### src/rtl/lu_pkg.sv
// Package lu_pkg
// Shared widths and the control-word layout used by the stall unit.
// Assumes a 32-entry register file and an 8-bit control word.
package lu_pkg;
    parameter int REG_AW = 5;

    // Control word carried into the execute stage (MSB first).
    typedef struct packed {
        logic       reg_wr;
        logic       mem_to_reg;
        logic       mem_rd;
        logic       mem_wr;
        logic       branch;
        logic       alu_src;
        logic [1:0] alu_op;
    } ctrl_t;

    localparam int CTRL_W = $bits(ctrl_t);
    localparam ctrl_t CTRL_NOP = '0;
endpackage

### src/rtl/lu_match_detect.sv
// Module lu_match_detect
// Compares the execute-stage target register with every decode source.
// Raises hazard when the execute instruction reads memory and any source matches.
// Assumes: purely combinational, register 0 is not treated specially.
module lu_match_detect #(
    parameter int AW      = lu_pkg::REG_AW,
    parameter int NUM_SRC = 2
) (
    input  logic                  ex_is_load,
    input  logic [AW-1:0]         ex_dst,
    input  logic [NUM_SRC*AW-1:0] id_srcs,
    output logic                  hazard
);
    logic [NUM_SRC-1:0] hit;

    // One comparator per decode source operand.
    for (genvar g = 0; g < NUM_SRC; g++) begin : g_cmp
        assign hit[g] = (id_srcs[g*AW +: AW] == ex_dst);
    end

    // Hazard only when the execute instruction is a load.
    always_comb begin
        hazard = ex_is_load && (|hit);
    end
endmodule

### src/rtl/lu_stall_gen.sv
// Module lu_stall_gen
// Turns the hazard flag into the three pipeline controls.
// Assumes a single-cycle stall: the caller guarantees hazard clears next cycle.
module lu_stall_gen (
    input  logic hazard,
    output logic pc_we,
    output logic ifid_we,
    output logic zero_sel
);
    // Freeze fetch and decode and select the bubble while a hazard is seen.
    always_comb begin
        pc_we    = !hazard;
        ifid_we  = !hazard;
        zero_sel = hazard;
    end
endmodule

### src/rtl/lu_ctrl_reg.sv
// Module lu_ctrl_reg
// Zeroing mux plus the decode/execute control register.
// Assumes synchronous active-low reset; reset has priority over the mux.
module lu_ctrl_reg #(
    parameter int W = lu_pkg::CTRL_W
) (
    input  logic         clk,
    input  logic         rst_n,
    input  logic         zero_sel,
    input  logic [W-1:0] d_ctrl,
    output logic [W-1:0] q_ctrl
);
    logic [W-1:0] next_ctrl;

    // Pick the decode word or the all-zero bubble.
    always_comb begin
        next_ctrl = zero_sel ? '0 : d_ctrl;
    end

    // Register the chosen word into the execute stage.
    always_ff @(posedge clk) begin
        if (!rst_n) q_ctrl <= '0;
        else        q_ctrl <= next_ctrl;
    end

    // a selected bubble lands as zero.
    p_bubble_zero_r5: assert property (@(posedge clk) disable iff (!rst_n)
        zero_sel |=> (q_ctrl == '0));

    // without a bubble the decode word is captured.
    p_pass_through_r6: assert property (@(posedge clk) disable iff (!rst_n)
        !zero_sel |=> (q_ctrl == $past(d_ctrl)));
endmodule

### src/rtl/lu_stall_unit.sv
// Module lu_stall_unit
// Load-use stall unit: detects a load in execute feeding a decode source,
// holds PC and fetch/decode for one cycle and inserts a zero control bubble.
// Assumes the execute memory-read flag is bit mem_rd of its own register.
module lu_stall_unit #(
    parameter int AW = lu_pkg::REG_AW,
    parameter int CW = lu_pkg::CTRL_W
) (
    input  logic          clk,
    input  logic          rst_n,
    input  logic [CW-1:0] id_ctrl,
    input  logic [AW-1:0] id_rs,
    input  logic [AW-1:0] id_rt,
    input  logic [AW-1:0] ex_rt,
    output logic          pc_we,
    output logic          ifid_we,
    output logic          bubble,
    output logic [CW-1:0] ex_ctrl
);
    import lu_pkg::*;

    localparam int NSRC = 2;

    ctrl_t            ex_word;
    logic             hazard;
    logic [NSRC*AW-1:0] srcs;

    // View the registered word through the shared layout.
    always_comb begin
        ex_word = ctrl_t'(ex_ctrl);
        srcs    = {id_rt, id_rs};
    end

    lu_match_detect #(.AW(AW), .NUM_SRC(NSRC)) u_det (
        .ex_is_load (ex_word.mem_rd),
        .ex_dst     (ex_rt),
        .id_srcs    (srcs),
        .hazard     (hazard)
    );

    lu_stall_gen u_gen (
        .hazard   (hazard),
        .pc_we    (pc_we),
        .ifid_we  (ifid_we),
        .zero_sel (bubble)
    );

    lu_ctrl_reg #(.W(CW)) u_reg (
        .clk      (clk),
        .rst_n    (rst_n),
        .zero_sel (bubble),
        .d_ctrl   (id_ctrl),
        .q_ctrl   (ex_ctrl)
    );

    // no stall unless execute holds a load.
    p_needs_load_r2: assert property (@(posedge clk) disable iff (!rst_n)
        bubble |-> ex_word.mem_rd);

    // a stall is never followed by another stall.
    p_single_stall_r7: assert property (@(posedge clk) disable iff (!rst_n)
        bubble |=> !bubble);

    // both enables move together.
    p_we_agree_r3: assert property (@(posedge clk) disable iff (!rst_n)
        pc_we == ifid_we);

    // bubble select is the complement of the PC enable.
    p_bubble_inv_r11: assert property (@(posedge clk) disable iff (!rst_n)
        bubble != pc_we);

    // leaving reset, execute starts empty.
    p_reset_clear_r9: assert property (@(posedge clk) disable iff (!rst_n)
        $rose(rst_n) |-> (ex_ctrl == '0));
endmodule

### config.mk
export PLATFORM = sky130hd
export DESIGN_NAME = lu_stall_unit
export DESIGN_NICKNAME = d
export VERILOG_FILES = /design/src/rtl/lu_pkg.sv /design/src/rtl/lu_match_detect.sv /design/src/rtl/lu_stall_gen.sv /design/src/rtl/lu_ctrl_reg.sv /design/src/rtl/lu_stall_unit.sv
export SDC_FILE = /design/constraint.sdc
export NUM_CORES = 1
export LEC_CHECK = 0
export ABC_AREA = 1
export CAP_MARGIN = 20
export CORE_MARGIN = 8
export CORE_UTILIZATION = 30
export DETAILED_ROUTE_END_ITERATION = 8
export GPL_ROUTABILITY_DRIVEN = 1
export GPL_TIMING_DRIVEN = 0
export PLACE_DENSITY = 0.75
export REMOVE_ABC_BUFFERS = 1
export SLEW_MARGIN = 20
export SYNTH_ARGS = -nofsm -noshare
export SYNTH_HDL_FRONTEND = slang
export SYNTH_SLANG_ARGS = --single-unit
export TNS_END_PERCENT = 1
### constraint.sdc
create_clock -name clk -period 1.4 [get_ports clk]
set_clock_uncertainty 0.15 [all_clocks]
set_input_delay 0.35 -clock clk [delete_from_list [all_inputs] [get_ports clk]]
set_output_delay 0.35 -clock clk [all_outputs]
set_load 0.01 [all_outputs]
# ---- After elaboration in Yosys (flattened, before gate mapping)
# Cells that the tools add are included.
dict set report word_totals {
  input_bits 25
  wordCells 8
  reg_bits 8
  out_inout_bits 11
}
dict set report op_classes {
  reduce_logical 4
  n_eq_ne 2
  bitwise 1
}
# op count
set ops {}
lappend ops {{== test 5 bit} 2}
lappend ops {{OR reduction 2 bit} 2}
lappend ops {{logical AND 1 bit} 1}
lappend ops {{zero test 1 bit} 1}
lappend ops {{NOT 1 bit} 1}

# ---- Logic depth before layout (Yosys ltp)
# Gate-level depths: netlist of run 1.
dict set report logic_depth {
  word_depth 4
  ltp_mapped 9
  mapped_depth_nobuf 9
}

# ---- Hierarchy
# A second synthesis of run 1 with hierarchy kept.
dict set report hier_totals {
  cells_unflattened 73
  area_unflattened_um2 436.7
}
# mod area_each_um2 instances seq_area_each_um2 cells_per_inst
set modules_own_cells {}
lappend modules_own_cells {lu_ctrl_reg 230.2 1 160.2 26}
lappend modules_own_cells {lu_match_detect 187.7 1 0.0 44}
lappend modules_own_cells {lu_stall_gen 18.8 1 0.0 3}

# ---- Worst setup path before layout of run 1
# Ideal clock, no wire load.
dict set report synth_path {
  path_kind {input to output}
  start {in ex_rt[1]}
  end {out pc_we}
  arrival_ps 942
  stages 8
  path_slack_ps -42
  n_path_buf 1
  required_time_ps 900
  path_cell_list {inv_1 nand2_1 nand2_1 nor2_1 nand3_1 nand2_1 nand2_2 buf_4}
}
dict set report synth_between {
  elab_chain_cells 4
  word_cells_on_any_way 5
  classes_between {eq/ne: 2; reduce/logical: 3}
}
# item line
set synth_lines {}
lappend synth_lines {{from (decl)} lu_stall_unit.sv:14} ;# input logic [AW-1:0] ex_rt,
lappend synth_lines {{== test 5 bit} lu_match_detect.sv:18} ;# assign hit[g] = (id_srcs[g*AW +: AW] == ex_dst);
lappend synth_lines {{OR reduction 2 bit (*)} lu_match_detect.sv:23} ;# hazard = ex_is_load && (|hit);
lappend synth_lines {{logical AND 1 bit (*)} lu_match_detect.sv:23}
lappend synth_lines {{zero test 1 bit (*)} --}
lappend synth_lines {{to (decl)} lu_stall_unit.sv:15} ;# output logic pc_we,
# Every way passes the cells marked *; elsewhere a longest branch is shown, timed or not.

# ---- Final worst setup path of run 1
dict set report layout_path {
  start {in id_rs[0]}
  end {out bubble}
}
dict set report layout_between {
  elab_chain_cells 3
}
# item line
set layout_lines {}
lappend layout_lines {{from (decl)} lu_stall_unit.sv:12} ;# input logic [AW-1:0] id_rs,
lappend layout_lines {{== test 5 bit} lu_match_detect.sv:18}
lappend layout_lines {{OR reduction 2 bit} lu_match_detect.sv:23}
lappend layout_lines {{logical AND 1 bit} lu_match_detect.sv:23}
lappend layout_lines {{to (decl)} lu_stall_unit.sv:17} ;# output logic bubble,
# No other way between the ends.

==> results.py, run 1 <==
metrics = {
    "critical_path": {
        "crit_type": "primary input to output port",
        "critical_path.max_fanout": 4,
        "cp.arrival_ns": 1.04,
        "critical_path_required_ns": 0.90,
        "endpoint_kind": "output port",
        "critPathLaunchType": "primary input",
    },
    "cells_and_area": {
        "fin_nets": 138,
        "finalNonFillerCells": 126,
        "top_regs": "u_reg.q_ctrl x8",
        "fill_cells": 140,
        "n_antenna_cell": 0,
        "largest_reg_flops": 8,
        "drive_gt1_share_pct": 28.8,
        "fin_area_um2": 793,
        "top_register": "u_reg.q_ctrl",
        "syn_to_final_growth_pct": 81.1,
    },
    "power_and_ir_drop": {
        "powerDensity_nw_per_um2": 717,
        "p_leak_nw": 0.482,
        "vdd_drop_max_mv": 0.425,
    },
    "synth": {
        "synth_top_area_share_pct": 36.6,
        "synth.distinct_cells": 9,
        "yosys.area_share.adder_pct": 0,
        "synth-seq-area-share_pct": 36.6,
        "syn_area_per_cell_um2": 5.92,
        "synth_top_family_by_area": "simple AND/OR/NAND/NOR gates",
        "synth-seq-cells": 8,
        "synthXorXnorAreaFrac_pct": 4.00,
        "synth_compound_area_share_pct": 0,
        "synthCells": 74,
        "syn_area_um2": 438,
        "synthSimpleGateAreaFrac_pct": 38.0,
        "ys_top_cells_by_area": "dfxtp_1 37%, inv_1 18%, nand2_1 18%, nor2_1 14%, xnor2_1 4.0%",
        "yosysTopAreaCell": "dfxtp_1",
        "synth_mux_area_share_pct": 0,
        "synth-warning-count": 0,
    },
    "timing": {
        "hold_viol_final": 0,
        "max_freq_ghz": 0.650,
        "whs_ns": 0.473,
        "setup_violations": 3,
        "slew_headroom_pct": 91.9,
        "rsz0062_at_grt": "yes",
        "finalCriticalPeriod_ns": 1.54,
        "worst_slew_pin_slew_ns": 0.120,
        "drv_slew": 0,
        "finalCritPeriodShare_pct": 110,
        "postLayoutSetupSlackWorst_ns": -0.140,
    },
    "clock_tree": {
        "cts_tree": "built",
        "clk-insertion-delay-late_ns": 0.25,
        "clock_path_buffers": 2,
        "cts_buffers": 3,
        "h-tree-depth": 1,
        "clk_pin_slew_worst_paths_ns": 0.05,
        "cts.sinks": 8,
        "cts_root_buf": "clkbuf_4",
        "ctsHoldBuffers": 0,
    },
    "global_route": {
        "antenna_found_initial": 0,
        "grt_pass1_wl_mm": 2.15,
        "overflow": 0,
        "grt_max_degree": 9,
        "first_global_vias": 532,
        "grt_util_all_layers_pct": 10.1,
    },
    "placed_design": {
        "io_buffers": 35,
        "gp_congestion": 0.775,
        "place_ws_ns": -1.07,
        "dp_cells": 122,
        "place_area_um2": 792,
        "dp_hpwl_mm": 1.10,
    },
    "detailed_routing": {
        "vias": 521,
        "dr.first_iter.drc_count": 2,
        "antenna_left": 0,
        "wl_per_cell_um": 10.1,
        "wl_mm": 1.28,
        "drc_errors": 0,
        "viasPerCell": 4.13,
        "drt-pass1-iter-count": 2,
    },
    "floorplanning": {
        "dieArea_um2": 2940,
        "initial_core_util_pct": 32.8,
        "io_pins": 36,
        "dieHeight_um": 54.2,
        "fp.dieW_um": 54.2,
        "rows": 13,
        "fp.coreArea_um2": 1330,
    },
    "run_status": {
        "outcome": "complete, but fails checks",
        "violations": "negative setup slack",
    },
    "hold_path": {
        "hold_path_class": "primary input to flop",
    },
    "run": {
        "cap_violations": 0,
    },
}
area by class of cell:
| type | instances | area, um^2 | area share [%] |
|---|---|---|---|
| clock buffer | 3 | 22.5 | 2.84 |
| inverter | 21 | 78.8 | 9.94 |
| multi-input combinational | 43 | 196 | 24.8 |
| sequential | 8 | 160 | 20.2 |
| tap | 15 | 18.8 | 2.37 |
| timing repair buffer | 36 | 317 | 39.9 |
path summary, 6_finish.rpt:
| check | from | to | slack, ns | depth (start not counted) |
|---|---|---|---|---|
| worst max-delay path | id_rs[0] | bubble | -0.14 | 10 |
| worst min-delay path | id_ctrl[7] | u_reg.q_ctrl[7] | 0.47 | 3 |
| worst max register to register | u_reg.q_ctrl[5] | u_reg.q_ctrl[6] | 0.45 | 4 |
| worst min register to register | u_reg.q_ctrl[5] | u_reg.q_ctrl[7] | 0.55 | 4 |
cells by family (layout without fill, tap and decap cells):
group | count (synthesis) | count (layout)
buffers and inverters | 23 | 60
DFF | 8 | 8
xor gates and xnor gates | 2 | 2
and+or+nand+nor | 41 | 41
where the power goes:
group	total, mW	internal (mW)	switching [mW]
Combinational	0.155	0.0905	0.0641
Clock	0.170	0.0977	0.0722
Sequential	0.245	0.241	0.00331
Total	0.569	0.429	0.140
metrics by stage:
step	total power, mW	TNS, ns	util, %
2_1_floorplan	0.306	-0.0289	-
3_3_place_gp	0.413	-6.35	59.4
3_5_place_dp	0.417	-6.24	59.4
4_1_cts	0.568	-0.656	55.7
6_report	0.569	-0.417	59.5
5_1_grt	0.611	-0.760	59.5
cell usage after synthesis:
master and number:
inv_1 21, nand2_1 21, nor2_1 16, dfxtp_1 8
buf_4 2, nand3_1 2, xnor2_1 2, nand2_2 1
nand2_4 1
repair_timing:
action                                  in CTS  in global routing
hold endpoints to repair                     0                  0
pin swaps                                   24                 17
endpoints found under the setup margin      19                  3
gates resized for setup                     75                 23
setup buffers                                1                  0
layout by cell type, fill, tap and decap left out, drive strengths merged:
cell type	instances
nand2	23
inv	21
buf	17
nor2	16
clkdlybuf4s50	9
dlygate4sd2	8
dfxtp	8
clkbuf	4
xnor2	2
nand3	2
clkdlybuf4s15	1
worst max-delay path: stages:
cell	delay [ns]
buf_2	0.10
nand2_1	0.06
inv_1	0.04
nor2_1	0.09
nor2_1	0.05
nand3_1	0.06
nand2_1	0.06
nand2_2	0.09
inv_2	0.04
buf_6	0.11
layer usage:
| metal | global-route usage, % | wire length, um |
|---|---|---|
| met1 | 10.0 | 484 |
| met2 | 16.6 | 575 |
| met3 | 4.13 | 201 |
| met4 | 7.38 | 16 |
| met5 | 0 | 0 |
No activity file was read; power rests on OpenSTA's default activity.
==> inputs of run 2 (changes only) <==
--- a/config.mk
+++ b/config.mk
@@ -9,12 +9,12 @@
 export CAP_MARGIN = 20
 export CORE_MARGIN = 8
 export CORE_UTILIZATION = 30
+export CTS_CLUSTER_SIZE = 40
 export DETAILED_ROUTE_END_ITERATION = 8
 export GPL_ROUTABILITY_DRIVEN = 1
 export GPL_TIMING_DRIVEN = 0
 export PLACE_DENSITY = 0.75
 export REMOVE_ABC_BUFFERS = 1
-export SLEW_MARGIN = 20
 export SYNTH_ARGS = -nofsm -noshare
 export SYNTH_HDL_FRONTEND = slang
 export SYNTH_SLANG_ARGS = --single-unit
==> results of run 2 <==
No change in the layout: final DEF, timing and power equal those of run 1.
